==> src/rtl/pfc_pkg.sv <==
package pfc_pkg;
    typedef enum logic [1:0] {
        ST_IDLE = 2'b00,
        ST_ON   = 2'b01,
        ST_OFF  = 2'b10
    } gate_state_e;

    typedef enum logic [1:0] {
        GM_START  = 2'b00,
        GM_IGNITE = 2'b01,
        GM_RUN    = 2'b10,
        GM_SPARE  = 2'b11
    } gain_mode_e;
endpackage

==> src/rtl/pfc_err_integrator.sv <==
module pfc_err_integrator
    import pfc_pkg::*;
#(
    parameter int VW       = 10,
    parameter int ACC_W    = 16,
    parameter int MAX_SH   = 4,
    parameter int BUS_REF  = 512,
    parameter int KP_START = 2,
    parameter int KI_START = 1,
    parameter int KP_IGN   = 3,
    parameter int KI_IGN   = 2,
    parameter int KP_RUN   = 0,
    parameter int KI_RUN   = 0,
    localparam int EW      = VW + 1,
    localparam int PW      = EW + MAX_SH
) (
    input  logic                    clk,
    input  logic                    rst_n,
    input  logic                    enable,
    input  logic                    sample_valid,
    input  logic [VW-1:0]           bus_sample,
    input  logic [1:0]              mode,
    output logic signed [ACC_W-1:0] acc_q,
    output logic signed [PW-1:0]    prop
);
    localparam int XW = ((ACC_W > PW) ? ACC_W : PW) + 1;
    localparam logic signed [XW-1:0] POS_LIM = XW'((2 ** (ACC_W - 1)) - 1);
    localparam logic signed [XW-1:0] NEG_LIM = -POS_LIM;

    logic [2:0]              kp_sh;
    logic [2:0]              ki_sh;
    logic signed [EW-1:0]    err_now;
    logic signed [EW-1:0]    err_q;
    logic signed [XW-1:0]    inc_base;
    logic signed [XW-1:0]    inc_x;
    logic signed [XW-1:0]    acc_x;
    logic signed [XW-1:0]    sum_x;
    logic signed [ACC_W-1:0] acc_nx;
    logic signed [PW-1:0]    prop_base;

    // Gain selection per operating phase
    always_comb begin
        unique case (gain_mode_e'(mode))
            GM_START:  begin kp_sh = 3'(KP_START); ki_sh = 3'(KI_START); end
            GM_IGNITE: begin kp_sh = 3'(KP_IGN);   ki_sh = 3'(KI_IGN);   end
            GM_RUN:    begin kp_sh = 3'(KP_RUN);   ki_sh = 3'(KI_RUN);   end
            default:   begin kp_sh = 3'(KP_RUN);   ki_sh = 3'(KI_RUN);   end
        endcase
    end

    // Error, integral step and saturation
    always_comb begin
        err_now  = $signed(EW'(BUS_REF)) - $signed({1'b0, bus_sample});
        inc_base = {{(XW-EW){err_now[EW-1]}}, err_now};
        inc_x    = inc_base <<< ki_sh;
        acc_x    = {{(XW-ACC_W){acc_q[ACC_W-1]}}, acc_q};
        sum_x    = acc_x + inc_x;
        if (sum_x > POS_LIM)
            acc_nx = POS_LIM[ACC_W-1:0];
        else if (sum_x < NEG_LIM)
            acc_nx = NEG_LIM[ACC_W-1:0];
        else
            acc_nx = sum_x[ACC_W-1:0];
    end

    // Proportional term from the stored error
    always_comb begin
        prop_base = {{(PW-EW){err_q[EW-1]}}, err_q};
        prop      = prop_base <<< kp_sh;
    end

    always_ff @(posedge clk or negedge rst_n) begin
        if (!rst_n) begin
            err_q <= '0;
            acc_q <= '0;
        end else if (!enable) begin
            err_q <= '0;
            acc_q <= '0;
        end else if (sample_valid) begin
            err_q <= err_now;
            acc_q <= acc_nx;
        end
    end
endmodule

==> src/rtl/pfc_ontime_calc.sv <==
module pfc_ontime_calc #(
    parameter int ACC_W = 16,
    parameter int PW    = 15,
    parameter int CW    = 12,
    parameter int VW    = 10
) (
    input  logic signed [ACC_W-1:0] acc,
    input  logic signed [PW-1:0]    prop,
    input  logic [CW-1:0]           ton_min,
    input  logic [CW-1:0]           ton_max,
    input  logic [CW-1:0]           zc_extra,
    input  logic [VW-1:0]           line_level,
    input  logic [VW-1:0]           phase_thresh,
    output logic [CW:0]             ton_req
);
    localparam int SW = ((ACC_W > PW) ? ACC_W : PW) + 2;

    logic signed [SW-1:0] sum;
    logic signed [SW-1:0] lo_s;
    logic signed [SW-1:0] hi_s;
    logic [CW-1:0]        lo;
    logic [CW-1:0]        clip;
    logic                 near_zero;

    always_comb begin
        sum  = {{(SW-ACC_W){acc[ACC_W-1]}}, acc} + {{(SW-PW){prop[PW-1]}}, prop};
        lo   = (ton_min == '0) ? CW'(1) : ton_min;
        lo_s = $signed({{(SW-CW){1'b0}}, lo});
        hi_s = $signed({{(SW-CW){1'b0}}, ton_max});
        if (sum > hi_s)
            clip = ton_max;
        else if (sum < lo_s)
            clip = lo;
        else
            clip = sum[CW-1:0];
        if (clip < lo)
            clip = lo;
        near_zero = (line_level < phase_thresh);
        ton_req   = {1'b0, clip} + (near_zero ? {1'b0, zc_extra} : '0);
    end
endmodule

==> src/rtl/pfc_gate_fsm.sv <==
module pfc_gate_fsm
    import pfc_pkg::*;
#(
    parameter int CW        = 12,
    parameter int WD_CYCLES = 2000
) (
    input  logic        clk,
    input  logic        rst_n,
    input  logic        enable,
    input  logic        zc_pulse,
    input  logic [CW:0] ton_req,
    output logic        gate,
    output logic        cycle_done,
    output logic        in_idle,
    output logic [CW:0] ton_lat
);
    localparam int WDW = $clog2(WD_CYCLES + 1);
    localparam logic [WDW-1:0] WD_LAST = WDW'(WD_CYCLES - 1);

    gate_state_e    state, state_n;
    logic [CW:0]    on_cnt;
    logic [WDW-1:0] wd_cnt;
    logic           on_done;
    logic           wd_done;

    assign on_done = (on_cnt == ton_lat - (CW+1)'(1));
    assign wd_done = (wd_cnt == WD_LAST);

    // State register
    always_ff @(posedge clk or negedge rst_n) begin
        if (!rst_n) state <= ST_IDLE;
        else        state <= state_n;
    end

    // Transitions
    always_comb begin
        state_n = state;
        unique case (state)
            ST_IDLE: if (enable) state_n = ST_ON;
            ST_ON: begin
                if (!enable)      state_n = ST_IDLE;
                else if (on_done) state_n = ST_OFF;
            end
            ST_OFF: begin
                if (!enable)                  state_n = ST_IDLE;
                else if (zc_pulse || wd_done) state_n = ST_ON;
            end
            default: state_n = ST_IDLE;
        endcase
    end

    // On-time capture and counters
    always_ff @(posedge clk or negedge rst_n) begin
        if (!rst_n) begin
            ton_lat <= '0;
            on_cnt  <= '0;
            wd_cnt  <= '0;
        end else begin
            if (state_n == ST_ON && state != ST_ON) begin
                ton_lat <= ton_req;
                on_cnt  <= '0;
            end else if (state == ST_ON) begin
                on_cnt <= on_cnt + (CW+1)'(1);
            end
            if (state_n == ST_OFF && state != ST_OFF)
                wd_cnt <= '0;
            else if (state == ST_OFF)
                wd_cnt <= wd_cnt + WDW'(1);
        end
    end

    // Outputs
    always_ff @(posedge clk or negedge rst_n) begin
        if (!rst_n) cycle_done <= 1'b0;
        else        cycle_done <= (state == ST_OFF) && (state_n == ST_ON);
    end

    always_comb begin
        gate    = (state == ST_ON);
        in_idle = (state == ST_IDLE);
    end
endmodule

==> src/rtl/pfc_ontime_gate.sv <==
module pfc_ontime_gate #(
    parameter int VW        = 10,
    parameter int CW        = 12,
    parameter int ACC_W     = 16,
    parameter int MAX_SH    = 4,
    parameter int BUS_REF   = 512,
    parameter int KP_START  = 2,
    parameter int KI_START  = 1,
    parameter int KP_IGN    = 3,
    parameter int KI_IGN    = 2,
    parameter int KP_RUN    = 0,
    parameter int KI_RUN    = 0,
    parameter int WD_CYCLES = 2000
) (
    input  logic          clk,
    input  logic          rst_n,
    input  logic          enable,
    input  logic [1:0]    mode,
    input  logic [VW-1:0] bus_sample,
    input  logic          sample_valid,
    input  logic [VW-1:0] line_level,
    input  logic [VW-1:0] phase_thresh,
    input  logic [CW-1:0] ton_min,
    input  logic [CW-1:0] ton_max,
    input  logic [CW-1:0] zc_extra,
    input  logic          zc_pulse,
    output logic          gate,
    output logic          cycle_done
);
    localparam int PW = VW + 1 + MAX_SH;

    logic signed [ACC_W-1:0] acc_q;
    logic signed [PW-1:0]    prop;
    logic [CW:0]             ton_req;
    logic [CW:0]             ton_lat;
    logic                    in_idle;

    pfc_err_integrator #(
        .VW(VW), .ACC_W(ACC_W), .MAX_SH(MAX_SH), .BUS_REF(BUS_REF),
        .KP_START(KP_START), .KI_START(KI_START),
        .KP_IGN(KP_IGN), .KI_IGN(KI_IGN),
        .KP_RUN(KP_RUN), .KI_RUN(KI_RUN)
    ) u_integ (
        .clk(clk), .rst_n(rst_n), .enable(enable),
        .sample_valid(sample_valid), .bus_sample(bus_sample),
        .mode(mode), .acc_q(acc_q), .prop(prop)
    );

    pfc_ontime_calc #(.ACC_W(ACC_W), .PW(PW), .CW(CW), .VW(VW)) u_calc (
        .acc(acc_q), .prop(prop), .ton_min(ton_min), .ton_max(ton_max),
        .zc_extra(zc_extra), .line_level(line_level),
        .phase_thresh(phase_thresh), .ton_req(ton_req)
    );

    pfc_gate_fsm #(.CW(CW), .WD_CYCLES(WD_CYCLES)) u_fsm (
        .clk(clk), .rst_n(rst_n), .enable(enable), .zc_pulse(zc_pulse),
        .ton_req(ton_req), .gate(gate), .cycle_done(cycle_done),
        .in_idle(in_idle), .ton_lat(ton_lat)
    );
endmodule

==> config.mk <==
export PLATFORM = sky130hd
export DESIGN_NAME = pfc_ontime_gate
export DESIGN_NICKNAME = d
export VERILOG_FILES = /design/src/rtl/pfc_pkg.sv /design/src/rtl/pfc_err_integrator.sv /design/src/rtl/pfc_ontime_calc.sv /design/src/rtl/pfc_gate_fsm.sv /design/src/rtl/pfc_ontime_gate.sv
export SDC_FILE = /design/constraint.sdc
export NUM_CORES = 1
export LEC_CHECK = 0
export BUFFER_PORTS_ARGS = -buffer_cell sky130_fd_sc_hd__buf_2
export CAP_MARGIN = 15
export CORE_UTILIZATION = 43
export CTS_CLUSTER_SIZE = 16
export DETAILED_ROUTE_END_ITERATION = 8
export PLACE_DENSITY_LB_ADDON = 0.08
export SLEW_MARGIN = 25
export SYNTH_ARGS = -nofsm -noshare
export SYNTH_HDL_FRONTEND = slang
export SYNTH_HIERARCHICAL = 1
export SYNTH_SLANG_ARGS = --single-unit
==> constraint.sdc <==
create_clock -name clk -period 8.1 [get_ports clk]
set_clock_uncertainty 0.2 [all_clocks]
set_input_delay 0.81 -clock clk [delete_from_list [all_inputs] [get_ports clk]]
set_output_delay 0.81 -clock clk [all_outputs]
set_load 0.01 [all_outputs]
=== Yosys cells after proc, flatten, opt, wreduce, memory -nomap -nowiden ===
Index checks and enable logic that the tools add are counted.

* Bits in registers: 67
* Latch bits: 0
* Bits in writable memories: 0
* Bits in read-only memories: 0
* Bits of input ports: 73
* Output and inout bits: 2
* Word-level logic and storage cells: 64
* Memories kept: 0

* Add/subtract/negate cells: 7
* Multipliers: 0
* Divide/modulo/power cells: 0
* Order comparisons: 6
* Equal/unequal tests: 10
* Shift operators: 2
* Muxes and demuxes: 23
* Bitwise logic cells: 0
* Reductions and logical operators: 9

{| class="wikitable"
|+ Operator list
! kind !! count
|-
| $mux 16 || 4
|-
| $mux 12 || 5
|-
| $mux 11 || 4
|-
| $mux 13 || 2
|-
| $gt 18x13->1 || 1
|-
| $lt 18x13->1 || 1
|-
| $add 16x15->17 || 1
|-
| $add 16x17->17 || 1
|-
| $gt 17x16->1 const B || 1
|-
| $lt 17x16->1 const B || 1
|-
| $sshl 11x2->17 || 1
|-
| $sshl 11x2->15 || 1
|-
| $add 12x13->13 || 1
|-
| $add 13x1->13 const B || 1
|-
| $eq 13x13->1 || 1
|-
| $sub 13x1->13 const B || 1
|-
| $logic_not 12->1 || 1
|-
| $lt 12x12->1 || 1
|-
| $add 11x1->11 const B || 1
|-
| $eq 11x11->1 const B || 1
|-
| $sub 10x10->11 const A || 1
|-
| $lt 10x10->1 || 1
|-
| $mux 2 || 5
|-
| $pmux 2 s2 || 2
|-
| other kinds (9) || 17
|}

=== Longest topological paths before layout ===
* Depth in word-level cells: 10
* Mapped depth: 45
* Mapped depth without buffers: 41

=== Cells and area by module ===
Netlist, hierarchy kept.

{| class="wikitable"
|+ By module, submodules not included
! module !! times used !! cells each !! area an instance (µm²) !! sequential area each (µm²)
|-
| pfc_ontime_calc || 1 || 437 || 3032.9 || 0.0
|-
| pfc_err_integrator || 1 || 335 || 2625.0 || 675.6
|-
| pfc_gate_fsm || 1 || 257 || 2262.2 || 1001.0
|}

=== Least setup slack after synthesis ===
OpenSTA, ideal clock, no wires.

* Path kind: input to register
* Start point: input mode[0]
* End point: register u_fsm.ton_lat[10]
* Setup time: 0.065 ns
* Arrival: 8.602 ns
* Data required time: 7.835 ns
* Slack: -0.767 ns
* Cell stages on the path: 45
* Path buffers: 4
* Path through: buf_1 -> nor2_1 -> a22o_1 -> ha_1 -> buf_2 -> a21oi_1 -> o211ai_1 -> a21o_1 -> a21oi_1 -> xnor2_1 -> ha_1 -> a21oi_1 -> nand2_1 -> a221oi_1 -> o31ai_1 -> a31oi_1 -> a31oi_1 -> clkbuf_1 -> (+9 left out) -> o211ai_1 -> a21oi_2 -> a211oi_2 -> buf_6 -> o32a_2 -> ha_1 -> fa_1 -> a21o_1 -> a21oi_1 -> o21bai_1 -> a21oi_1 -> o21bai_1 -> a21oi_1 -> nor2_1 -> a211oi_1 -> xnor2_1 -> nand2_1 -> nand2_1

* Cells in the longest elaborated chain, start to end: 10
* Elaborated cells between the ends (all ways): 12
* Classes of those cells: 2 x add/sub; 3 x order compare; 1 x eq/ne; 1 x shift; 4 x mux; 1 x reduce/logical

{| class="wikitable"
|+ RTL lines
! element !! line !! RTL
|-
| start, declared || pfc_ontime_gate.sv:18 || <nowiki>input logic [1:0] mode,</nowiki>
|-
| $eq 2x1->1 or $logic_not 2->1 (tied branches) || pfc_err_integrator.sv:43 || <nowiki>unique case (gain_mode_e'(mode))</nowiki>
|-
| $pmux 2 s2 (*) || pfc_err_integrator.sv:43 ||
|-
| $sshl 11x2->15 (*) || pfc_err_integrator.sv:69 || <nowiki>prop = prop_base <<< kp_sh;</nowiki>
|-
| net prop[2] || pfc_ontime_gate.sv:33 || <nowiki>logic signed [PW-1:0] prop;</nowiki>
|-
| $add 16x15->17 (*) || pfc_ontime_calc.sv:26 || <nowiki>sum = {{(SW-ACC_W){acc[ACC_W-1]}}, acc} + {{(SW-PW){prop[PW-1]}}, prop};</nowiki>
|-
| $lt 18x13->1 || pfc_ontime_calc.sv:32 || <nowiki>else if (sum < lo_s)</nowiki>
|-
| $mux 12 || pfc_ontime_calc.sv:32 ||
|-
| $mux 12 (*) || pfc_ontime_calc.sv:30 || <nowiki>if (sum > hi_s)</nowiki>
|-
| $lt 12x12->1 || pfc_ontime_calc.sv:36 || <nowiki>if (clip < lo)</nowiki>
|-
| $mux 12 (*) || pfc_ontime_calc.sv:36 ||
|-
| $add 12x13->13 (*) || pfc_ontime_calc.sv:39 || <nowiki>ton_req = {1'b0, clip} + (near_zero ? {1'b0, zc_extra} : '0);</nowiki>
|-
| net ton_req[10] || pfc_ontime_gate.sv:34 || <nowiki>logic [CW:0] ton_req;</nowiki>
|-
| end signal, assigned || pfc_gate_fsm.sv:60 || <nowiki>ton_lat <= ton_req;</nowiki>
|-
| end, declared || pfc_gate_fsm.sv:15 || <nowiki>output logic [CW:0] ton_lat</nowiki>
|}

The timed path passes the listed nets; every way through them passes the cells marked *.
A chain may end at the register's enable or synchronous reset.

=== Worst setup path in the final report ===
* Start point: input mode[1]
* End point: register u_fsm.ton_lat[10]

The elaborated chain is that of the path after synthesis.

==> run summary <==
slew margin rel.: 40.9%
# H-tree levels: 3
Mapped Nets: 1196
Post-DRT Antenna Nets: 0
RR Startpoint: u_integ/err_q[0]
Inst Count DP: 1336
area of the multi-input gates: 5950 µm²
dpl ws: -0.151 ns
setup violators final: 0
number of global-route vias before repair: 6773
Crit Path Category: in2reg
IO Count: 75
wire per inst: 15.8 µm
Least-Margin Pin Slew: 0.887 ns
cts hold-fix bufs: 0
leakage power: 4.52 nW
yosys warns: 6
Critical R2R Capture: u_fsm/ton_lat[10]
Power Density: 252 nW/µm²
post-DP HPWL: 17200 µm
total grt overflow: 0
CTS Buf Count: 9
Die Y: 138 µm
initial antenna violation count: 0
Synth Area per Inst: 7.70 µm²
cell count after synthesis: 1028
worst setup margin: 0.394 ns
fin util: 51.9%
Crit path top cell by count: a21oi_2
slowest CP cell: fa_2
Final Total Pwr: 2.36 mW
routability congestion estimate: 0.996
Final period util: 95.1%
DRC Markers: 0
clock slew at reported path FFs: 0.06 ns
Slew Limit Fails: 0
CTS Buffer Depth: 2
Hold Slack: 0.308 ns
n_diodes: 0
Crit. End Element: flop
Port Buffers: 74
first-pass GRT wire length: 33700 µm
Crit Path Max Fanout: 8
Total Wirelength: 21500 µm
clk sink count: 67
Period minus WS final: 7.71 ns
worst vdd ir: 107 µV
pin count of the biggest net entering global routing: 68
detailed-route vias per instance: 5.50
WP data required: 8.18 ns
max cap viols: 0
core area: 18000 µm²
biggest cell delay along the critical path: 0.35 ns
outcome: completed
Hold Path Class: reg2reg
Worst Hold End: u_fsm/on_cnt[12]
GRT Total Usage: 22.8%
Worst Min Path Start: u_fsm/on_cnt[12]
final hold vios: 0
FMAX: 0.130 GHz
via count: 7481
share of cells above drive strength 1: 18.9%
worst reg-to-reg setup slack: 0.59 ns
Startpoint Class: primary input
Finished Layout Cells: 1360
Detailed Routing Iterations Pass 1: 7
root buffer cell: clkbuf_16
Skew-Pair Late Insertion Delay: 0.34 ns
WP data arrival: 7.79 ns
full die area: 19000 µm²
cell count of the worst reg-to-reg path: 40
die width: 138 µm
Layout fillers: 1798
Worst Hold Path Cells: 1
Cell Area, Synth: 7920 µm²
CTS tree: done
1st-iter DRT viols: 382
Area Growth Syn to Fin: 18.1%
fin nets: 1294
site row count: 49
initial core utilization: 43.9%
flip-flop and latch area: 1680 µm²
placed cells by master (no fill, tap or decap), types with 7 or more instances in the layout:
cell type,n
nor2b_1,7
xnor2_1,32
nor3_1,13
clkbuf_16,9
o21ai_0,62
dfrtp_1,67
nand4_1,17
o22a_1,8
a21o_1,23
nand3_1,29
nor2_1,66
mux2i_1,26
buf_2,72
buf_6,7
a21oi_1,86
or3_1,8
inv_1,78
nand2_1,128
and3_1,8
nand2b_1,15
ha_1,89
a21oi_2,11
buf_4,50
a31oi_1,7
o21ai_2,8
nor4_1,12
xor2_1,27
a211oi_1,25
flip-flops by register name (all words and copies together) (netlist names):
name	flops
u_fsm/wd_cnt	11
u_fsm/cycle_done	1
u_fsm/state	2
u_integ/acc_q	16
u_integ/err_q	11
u_fsm/ton_lat	13
u_fsm/on_cnt	13
worst max path at each step:
stage / start / endpoint / slack [ns] / cells after the start
floorplan: mode[1] / u_fsm/ton_lat[10] / -0.06 / 44
global route: mode[1] / u_fsm/ton_lat[10] / -0.02 / 41
global placement: mode[0] / u_fsm/ton_lat[10] / -0.1 / 40
detailed placement: mode[0] / u_fsm/ton_lat[10] / -0.15 / 40
finish: mode[1] / u_fsm/ton_lat[10] / 0.39 / 41
CTS: mode[0] / u_fsm/ton_lat[10] / 0.17 / 40
repair_timing:
action,CTS,global route
hold endpoints to repair,0,0
buffers inserted,0,9
resized for setup,0,28
endpoints found under the setup margin,0,6
per-layer routing:
layer	global-route usage (%)	wire length, µm	vias up
met3	3.05	830	23
met1	32.0	10700	3384
met4	5.86	361	0
li1	-	-	3919
met5	0	0	-
met2	36.4	9560	155
critical path, delay by kind of cell:
| kind | cells | cell delay [ns] |
|---|---|---|
| buf+inv | 2 | 0.35 |
| xor+xnor | 2 | 0.31 |
| compound gates | 26 | 4.28 |
| simple gates | 5 | 0.43 |
| fa+ha+maj | 6 | 1.62 |
per-stage QoR:
stage / TNS, ns / instance area, µm²
finish: 0 / 9350
global route: -0.0246 / 9350
CTS: 0 / 9170
detailed placement: -0.284 / 8850
global placement: -0.183 / 8850
floorplan: -0.116 / 8050
area by class of cell:
cell class / count / share of cell area [%]
Clock buffer: 9 / 2.41
Clock inverter: 7 / 1.06
Inverter: 78 / 3.13
Multi-Input combinational cell: 840 / 63.6
Sequential cell: 67 / 17.9
Tap cell: 229 / 3.06
Timing Repair Buffer: 130 / 8.79
power breakdown:
group | leakage (nW) | switching (mW) | internal, mW
registers | 0.846 | 0.107 | 0.406
clock network | 0.156 | 0.160 | 0.272
logic | 3.52 | 0.766 | 0.648
total | 4.52 | 1.03 | 1.33
Note: power is estimated with default switching activity, not from simulation.
